<file path="src/rtl/dclkgen_pkg.sv">
`timescale 1ns/1ps
package dclkgen_pkg;

  // strobes passed from control to the accumulator datapath
  typedef struct packed {
    logic       stop;   // clock halted or restarting: clear state
    logic       rise;   // data clock period begins at this edge
    logic [1:0] shift;  // log2 of divide factor N
  } ctrlStrobe_t;

  function automatic logic codeLegal(input logic [2:0] c);
    return (c == 3'd1) || (c == 3'd2) || (c == 3'd4);
  endfunction

  function automatic logic [1:0] codeShift(input logic [2:0] c);
    case (c)
      3'd2:    return 2'd1;
      3'd4:    return 2'd2;
      default: return 2'd0;
    endcase
  endfunction

endpackage

</file>
<file path="src/rtl/dclkgen_ctrl.sv">
`timescale 1ns/1ps
module dclkgen_ctrl
  import dclkgen_pkg::*;
#(
  parameter int BASE_DIV = 16
) (
  input  logic        clk,
  input  logic        rst_n,
  input  logic [2:0]  divCode,
  output ctrlStrobe_t str,
  output logic        dataClk,
  output logic        sampClk,
  output logic        codeErr
);

  localparam int CW = $clog2(BASE_DIV * 4) + 1;
  localparam logic [CW-1:0] BASE = CW'(BASE_DIV);

  logic [2:0]    codeQ;
  logic [CW-1:0] cnt;
  logic          runQ;
  logic          dclkQ;
  logic          sclkQ;

  logic          chg;
  logic          legalQ;
  logic [1:0]    shift;
  logic [CW-1:0] len;
  logic [CW-1:0] half;
  logic [CW-1:0] qtr;
  logic          stop;
  logic          rise;
  logic [CW-1:0] cntNext;

  always_comb begin
    chg     = (divCode != codeQ);
    legalQ  = codeLegal(codeQ);
    shift   = codeShift(codeQ);
    len     = BASE << shift;
    half    = len >> 1;
    qtr     = len >> 2;
    stop    = chg || !legalQ;
    rise    = !stop && (!runQ || (cnt == len - CW'(1)));
    cntNext = rise ? '0 : cnt + CW'(1);
  end

  always_ff @(posedge clk) begin
    if (!rst_n) begin
      codeQ <= '0;
      cnt   <= '0;
      runQ  <= 1'b0;
      dclkQ <= 1'b0;
      sclkQ <= 1'b0;
    end else begin
      codeQ <= divCode;
      if (stop) begin
        cnt   <= '0;
        runQ  <= 1'b0;
        dclkQ <= 1'b0;
        sclkQ <= 1'b0;
      end else begin
        cnt   <= cntNext;
        runQ  <= 1'b1;
        dclkQ <= (cntNext < half);
        sclkQ <= (cntNext >= qtr) && (cntNext < half + qtr);
      end
    end
  end

  assign str     = '{stop: stop, rise: rise, shift: shift};
  assign dataClk = dclkQ;
  assign sampClk = sclkQ;
  assign codeErr = !legalQ && (codeQ != 3'd0);

  // a rejected code keeps both clocks low
  p_err_quiet_r4: assert property (@(posedge clk) disable iff (!rst_n)
    codeErr |-> (!dataClk && !sampClk));

  // a code change silences the data clock on the next cycle
  p_restart_clean_r7: assert property (@(posedge clk) disable iff (!rst_n)
    (divCode != codeQ) |=> !dataClk);

  // data clock rises only at a period boundary or a fresh start
  p_rise_boundary_r1: assert property (@(posedge clk) disable iff (!rst_n)
    $rose(dataClk) |-> (cnt == '0));

  // sampling clock rises inside the data clock high phase
  p_samp_inside_r3: assert property (@(posedge clk) disable iff (!rst_n)
    $rose(sampClk) |-> dataClk);

endmodule

</file>
<file path="src/rtl/dclkgen_accum.sv">
`timescale 1ns/1ps
module dclkgen_accum
  import dclkgen_pkg::*;
#(
  parameter int RW = 8,
  parameter int IW = 7
) (
  input  logic          clk,
  input  logic          rst_n,
  input  ctrlStrobe_t   str,
  input  logic [IW-1:0] interp,
  input  logic [RW-1:0] rateP,
  input  logic [RW-1:0] rateQ,
  output logic          reqPulse
);

  localparam int AW = RW + IW + 1;

  logic [AW-1:0] accQ;
  logic          reqQ;
  logic [AW-1:0] step;
  logic [AW-1:0] thr;
  logic [AW-1:0] sum;

  always_comb begin
    step = AW'(rateP) << str.shift;
    thr  = AW'(interp) * AW'(rateQ);
    sum  = accQ + step;
  end

  always_ff @(posedge clk) begin
    if (!rst_n) begin
      accQ <= '0;
      reqQ <= 1'b0;
    end else if (str.stop) begin
      accQ <= '0;
      reqQ <= 1'b0;
    end else if (str.rise) begin
      if (step >= thr) begin
        accQ <= '0;
        reqQ <= 1'b1;
      end else if (sum >= thr) begin
        accQ <= sum - thr;
        reqQ <= 1'b1;
      end else begin
        accQ <= sum;
        reqQ <= 1'b0;
      end
    end
  end

  assign reqPulse = reqQ;

  // request only moves on a period start or a stop
  p_req_edge_r5: assert property (@(posedge clk) disable iff (!rst_n)
    !$stable(reqQ) |-> $past(str.rise || str.stop));

  // a stop clears the request on the following cycle
  p_stop_clears_r7: assert property (@(posedge clk) disable iff (!rst_n)
    str.stop |=> !reqQ);

endmodule

</file>
<file path="src/rtl/dclkgen_top.sv">
`timescale 1ns/1ps
module dclkgen_top
  import dclkgen_pkg::*;
#(
  parameter int BASE_DIV = 16,
  parameter int RW       = 8,
  parameter int IW       = 7
) (
  input  logic          clk,
  input  logic          rst_n,
  input  logic [2:0]    divCode,
  input  logic [IW-1:0] interp,
  input  logic [RW-1:0] rateP,
  input  logic [RW-1:0] rateQ,
  output logic          dataClk,
  output logic          sampClk,
  output logic          reqPulse,
  output logic          codeErr
);

  ctrlStrobe_t str;

  dclkgen_ctrl #(.BASE_DIV(BASE_DIV)) u_ctrl (
    .clk     (clk),
    .rst_n   (rst_n),
    .divCode (divCode),
    .str     (str),
    .dataClk (dataClk),
    .sampClk (sampClk),
    .codeErr (codeErr)
  );

  dclkgen_accum #(.RW(RW), .IW(IW)) u_accum (
    .clk      (clk),
    .rst_n    (rst_n),
    .str      (str),
    .interp   (interp),
    .rateP    (rateP),
    .rateQ    (rateQ),
    .reqPulse (reqPulse)
  );

  // no request while the clock is idle
  p_req_needs_clock_r2: assert property (@(posedge clk) disable iff (!rst_n)
    (codeErr || (divCode == 3'd0 && $past(divCode) == 3'd0)) |=> !reqPulse);

endmodule

</file>
<file path="config.mk">
export PLATFORM = sky130hd
export DESIGN_NAME = dclkgen_top
export DESIGN_NICKNAME = d
export VERILOG_FILES = /design/src/rtl/dclkgen_pkg.sv /design/src/rtl/dclkgen_ctrl.sv /design/src/rtl/dclkgen_accum.sv /design/src/rtl/dclkgen_top.sv
export SDC_FILE = /design/constraint.sdc
export NUM_CORES = 1
export LEC_CHECK = 0
export ABC_AREA = 1
export BUFFER_PORTS_ARGS = -buffer_cell sky130_fd_sc_hd__buf_4
export CAP_MARGIN = 10
export CORE_UTILIZATION = 64
export CTS_CLUSTER_DIAMETER = 120
export CTS_CLUSTER_SIZE = 28
export DETAILED_ROUTE_END_ITERATION = 16
export GPL_TIMING_DRIVEN = 0
export PLACE_DENSITY = 0.83
export SLEW_MARGIN = 10
export SYNTH_ARGS = -nofsm -noshare
export SYNTH_HDL_FRONTEND = slang
export SYNTH_HIERARCHICAL = 1
export SYNTH_SLANG_ARGS = --single-unit
</file>
<file path="constraint.sdc">
create_clock -name clk -period 6.8 [get_ports clk]
set_input_delay 0.34 -clock clk [delete_from_list [all_inputs] [get_ports clk]]
set_output_delay 0.34 -clock clk [all_outputs]
set_load 0.05 [all_outputs]
</file>
Yosys cells after proc, flatten, opt, wreduce, memory -nomap -nowiden
Index checks and enable logic that the tools add are counted.
W data, S select, Z words.

operators by class
  add/sub/neg operators = 5
  multipliers = 1
  magnitude comparators = 5
  eq/ne operators = 5
  shift-type cells = 2
  muxes and demuxes = 7
  bitwise gates (word level) = 1
  reductions and logical operators = 12

operator list
  operator               number
  $ge A16 B15 Y1         2
  $mux W16               2
  $add A16 B16 Y16       1
  $shl A8 B2 Y16         1
  $sub A16 B15 Y16       1
  $mul A7 B8 Y15         1
  $add A6 B5 Y7          1
  $add A7 B1 Y7 const B  1
  $eq A7 B7 Y1           1
  $ge A7 B5 Y1           1
  $lt A7 B6 Y1           1
  $lt A7 B7 Y1           1
  $mux W7                1
  $shl A5 B2 Y7 const A  1
  $sub A7 B1 Y7 const B  1
  $logic_or A1 B1 Y1     4
  $pmux W2 S2            1
  $eq A3 B1 Y1 const B   1
  $eq A3 B2 Y1 const B   1
  $eq A3 B3 Y1 const B   1
  $logic_and A1 B1 Y1    3
  $logic_not A1 Y1       3
  $mux W1                3
  $ne A3 B3 Y1           1
  other kinds (3)        3

word-level totals
  register bits after elaboration = 30
  input port bits = 28

Longest topological paths before layout
  depth in word-level cells = 10
  depth in mapped cells = 33

Hierarchy
The synthesis kept the hierarchy.

modules (own cells, without submodules)
  module         instances  cells an instance  area each (um^2)
  dclkgen_accum  1          715                4,674.5
  dclkgen_ctrl   1          121                874.6

Worst setup path after synthesis
Ideal clock, no wire load.

  kind = input to register
  start = input port interp[6]
  end = register u_accum.accQ[14]
  arrival time = 5,216 ps
  required time = 6,732 ps
  setup slack = 1,515 ps
  stages = 25
  path buffers = 2
  path through = clkbuf_1 nand2_1 fa_1 fa_1 inv_1 fa_1 inv_1 fa_1 inv_1 ha_1 a21oi_1 nand2_1 a21oi_1 xor2_1 ha_1 nand2_1 or3_1 nand2_1 nand4_4 nand3_4 buf_8 nor2_2 nor2_1 nand2_1 a21oi_2

between the ends
  longest elaborated chain between the ends = 4
  elaborated cells between the ends (all ways) = 6
  those cells by class = add/sub (1); mul (1); order compare (2); mux (2)

RTL lines
  element                                             RTL line                                  source
  start, declared                                     dclkgen_top.sv:12                         input logic [IW-1:0] interp,
  $mul A7 B8 Y15 *                                    dclkgen_accum.sv:27                       thr = AW'(interp) * AW'(rateQ);
  $sub A16 B15 Y16 or $ge A16 B15 Y1 (tied branches)  dclkgen_accum.sv:43, dclkgen_accum.sv:42
  $mux W16                                            dclkgen_accum.sv:42                       end else if (sum >= thr) begin
  $mux W16 *                                          dclkgen_accum.sv:39                       if (step >= thr) begin
  end signal, assigned                                dclkgen_accum.sv:43                       accQ <= sum - thr;
  end signal, assigned                                dclkgen_accum.sv:46                       accQ <= sum;
  end, declared                                       dclkgen_accum.sv:19                       logic [AW-1:0] accQ;

Mark *: on every way between the ends. The rest lies on a longest branch, timed or not.
A chain may end at the register's enable or synchronous reset.

Worst setup path after layout
  start = input port interp[5]
  end = register u_accum.accQ[15]

The elaborated chain is that of the path after synthesis.

==> insert_results.sql <==
INSERT INTO impl_metrics (metric_group, metric, value, unit) VALUES
('status', 'run_status', 'finished clean', ''),
('global_routing', 'grt_util_met2', '51.67', '%'),
('power_and_ir_drop', 'pwr_total', '0.001555', 'W'),
('critical_path', 'critical_path.most_common_cell', 'sky130_fd_sc_hd__nand2_1', ''),
('final_layout', 'num-nets-final', '1007', ''),
('synthesis', 'ys_seq_area_share', '10.82', '%'),
('placed_design', 'port_buffers', '24', ''),
('clock_tree', 'clock-sinks', '30', ''),
('clock_tree', 'setup_fix_bufs_post_cts', '0', ''),
('final_layout', 'stdcell_area', '5956', 'um2'),
('clock_tree', 'post_cts_resize_count', '0', ''),
('final_layout', 'finish.cell_count_without_fillers', '973', ''),
('min_path', 'timing.hold.worst_endpoint', 'u_ctrl/codeQ[2]', ''),
('critical_path', 'worst-setup-path-type', 'in -> reg', ''),
('route', 'post-route-drc-count', '0', ''),
('clock_tree', 'ctsHtreeMaxLevel', '2', ''),
('die', 'fp.dieH', '95.12', 'um'),
('final_layout', 'fillers', '698', ''),
('clock_tree', 'number_of_buffers_created_by_cts', '5', ''),
('route', 'drtAntennaViolNets', '0', ''),
('min_path', 'worstHoldStart', 'divCode[2]', ''),
('timing', 'max_slew.worst_pin.slew', '0.6785', 'ns'),
('global_routing', 'vias_in_the_first_global_route', '4858', ''),
('synthesis', 'synth.ff_latch_count', '30', ''),
('min_path', 'timing.hold.worst_path_depth', '3', ''),
('clock_tree', 'cts_tree', 'yes', ''),
('placed_design', 'gp_congestion', '0.9556', ''),
('route', 'drt-wirelength-per-cell', '13.57', 'um'),
('timing', 'final.period_utilization', '86.60', '%'),
('critical_path', 'r2r_path_end', 'u_accum/accQ[13]', ''),
('die', 'fp-row-count', '33', ''),
('placed_design', 'placed_area', '5861', 'um2'),
('timing', 'finalSetupViolCount', '0', ''),
('route', 'first_pass_iters', '6', ''),
('min_path', 'worstHoldPathType', 'in -> reg', ''),
('clock_tree', 'cts_buffer_depth', '2', ''),
('global_routing', 'gr-usage-met1', '41.29', '%'),
('synthesis', 'syn_inst', '836', ''),
('placed_design', 'placed_cell_count', '965', ''),
('final_layout', 'antenna-diode-count', '0', ''),
('power_and_ir_drop', 'worst_ir_drop_vdd', '0.2540', 'mV'),
('timing', 'maxSlewHeadroom', '54.77', '%'),
('synthesis', 'ys_async_sr_fraction', '0', '%'),
('synthesis', 'synth_area_leader', 'sky130_fd_sc_hd__ha_1', ''),
('clock_tree', 'clock_insertion_delay_worst_skew', '0.28', 'ns'),
('timing', 'fin_skew', '0.006911', 'ns'),
('final_layout', 'areaGrowthSynthToFinish', '7.328', '%'),
('global_routing', 'grt_antenna_before_repair', '0', ''),
('placed_design', 'detailed_place_hpwl', '11360', 'um'),
('synthesis', 'synthesis.area', '5549', 'um2'),
('timing', 'final_slew_violations', '0', ''),
('synthesis', 'synth_cell_type_count', '47', ''),
('synthesis', 'dominantRegCellSynth', 'sky130_fd_sc_hd__dfxtp_1', ''),
('clock_tree', 'clkSlewWorstSetupHoldPaths', '0.07', 'ns'),
('timing', 'grt_setup_unrepaired', 'false', ''),
('global_routing', 'globalRoute.busiestLayer', 'met2', ''),
('synthesis', 'synth-edff-count', '0', ''),
('timing', 'fin_tns_setup', '0', 'ns'),
('route', 'drt_iter0_drc', '311', ''),
('synthesis', 'post-synth-top-area-fraction', '18.26', '%'),
('route', 'vias_per_cell', '5.411', ''),
('synthesis', 'syn-mean-instance-area', '6.638', 'um2'),
('global_routing', 'grtUsageTotal', '30.47', '%'),
('global_routing', 'grtUsageMet3', '4.306', '%'),
('route', 'route.vias.total', '5265', ''),
('job', 'maxCapViolations', '0', ''),
('synthesis', 'synth_area_leaders', 'sky130_fd_sc_hd__ha_1 (18%), sky130_fd_sc_hd__nand2_1 (15%), sky130_fd_sc_hd__fa_1 (11%)', ''),
('critical_path', 'slowest_delay', '0.55', 'ns'),
('synthesis', 'number_of_nets_produced_by_synthesis', '976', ''),
('global_routing', 'grt_pass1_wl', '21710', 'um'),
('global_routing', 'grt_start_max_net_pins', '11', '');
layout make-up:
class	instances	area, um2	area share [%]
Multi-Input combinational cell	629	4259	71.51
Sequential cell	30	600.6	10.08
Inverter	160	600.6	10.08
Timing Repair Buffer	24	180.2	3.025
Tap cell	105	131.4	2.206
Buffer	17	88.84	1.492
Clock buffer	6	82.58	1.387
Clock inverter	2	12.51	0.2101
cell usage after synthesis, types with 9 or more instances:
master,number
sky130_fd_sc_hd__a21oi_1,53
sky130_fd_sc_hd__clkbuf_1,11
sky130_fd_sc_hd__dfxtp_1,30
sky130_fd_sc_hd__fa_1,31
sky130_fd_sc_hd__ha_1,81
sky130_fd_sc_hd__inv_1,152
sky130_fd_sc_hd__nand2_1,223
sky130_fd_sc_hd__nand2_2,9
sky130_fd_sc_hd__nand3_1,48
sky130_fd_sc_hd__nand4_1,15
sky130_fd_sc_hd__nor2_1,48
sky130_fd_sc_hd__o21ai_0,21
sky130_fd_sc_hd__xnor2_1,17
sky130_fd_sc_hd__xor2_1,19
worst max path at each step:
stage / from / to / slack [ns] / cells past startpoint
after floorplan: interp[6] / u_accum/accQ[14] / 1.52 / 25
after global placement: interp[6] / u_accum/accQ[15] / 0.77 / 29
after detailed placement: interp[6] / u_accum/accQ[15] / 0.68 / 29
after CTS: interp[6] / u_accum/accQ[15] / 0.97 / 29
after global routing: interp[6] / u_accum/accQ[15] / 0.48 / 29
final: interp[5] / u_accum/accQ[15] / 0.91 / 29
registers in the layout (all words and copies together), names as in the netlist:
| signal | cells |
|---|---|
| u_ctrl/sampClk | 1 |
| u_accum/reqPulse | 1 |
| u_ctrl/cnt | 7 |
| u_ctrl/dataClk | 1 |
| u_accum/accQ | 16 |
| u_ctrl/codeQ | 3 |
| u_ctrl/runQ | 1 |
placed cells by master (no fill, tap or decap), types with 9 or more instances in the layout:
cell and count:
sky130_fd_sc_hd__fa_1 31, sky130_fd_sc_hd__clkbuf_1 11, sky130_fd_sc_hd__nand2_2 9, sky130_fd_sc_hd__dfxtp_1 30, sky130_fd_sc_hd__ha_1 81, sky130_fd_sc_hd__o21ai_0 21
sky130_fd_sc_hd__xnor2_1 17, sky130_fd_sc_hd__nand3_1 48, sky130_fd_sc_hd__inv_1 152, sky130_fd_sc_hd__xor2_1 19, sky130_fd_sc_hd__buf_4 27, sky130_fd_sc_hd__nor2_1 48
sky130_fd_sc_hd__nand2_1 223, sky130_fd_sc_hd__nand4_1 15, sky130_fd_sc_hd__a21oi_1 53
logic make-up (layout without fill, tap and decap cells):
kind of cell	Yosys count	in the layout	synth area share [%]
mux	4	4	0.7216
buf+inv	177	209	12.42
flops	30	30	10.82
simple gates	374	374	30.24
fa+ha+maj	112	112	29.45
xor+xnor	36	36	5.682
compound gates	102	102	10.60
other cells	1	1	0.06758
routing by layer:
metal,vias up,part of all wire [%]
met4,0,1.8
met3,21,5.1
met5,-,0
met1,2411,47
met2,136,46
li1,2697,-
critical path: cells and delay by family:
kind / cells / cell delay (ns)
AO/OA/AOI/OAI: 4 / 0.69
XOR/XNOR: 1 / 0.27
buffers and inverters: 6 / 0.87
AND/OR/NAND/NOR: 12 / 1.15
adder cells (fa/ha/maj): 6 / 2.78
power by group:
group | switching [W] | leakage (nW) | total, W | internal, W
registers | 0.00000168 | 0.242 | 0.000179 | 0.000177
logic | 0.000768 | 3.04 | 0.00122 | 0.000453
clock network | 0.0000738 | 0.0472 | 0.000155 | 0.0000813
through the flow:
stage          utilization, %  setup WS, ns
4_1_cts                 71.76        0.9683
3_5_place_dp            70.62        0.6790
5_1_grt                 71.76        0.4779
3_3_place_gp            70.62        0.7713
6_report                71.76        0.9111
2_1_floorplan               -         1.515
Note: power is estimated with default switching activity, not from simulation.
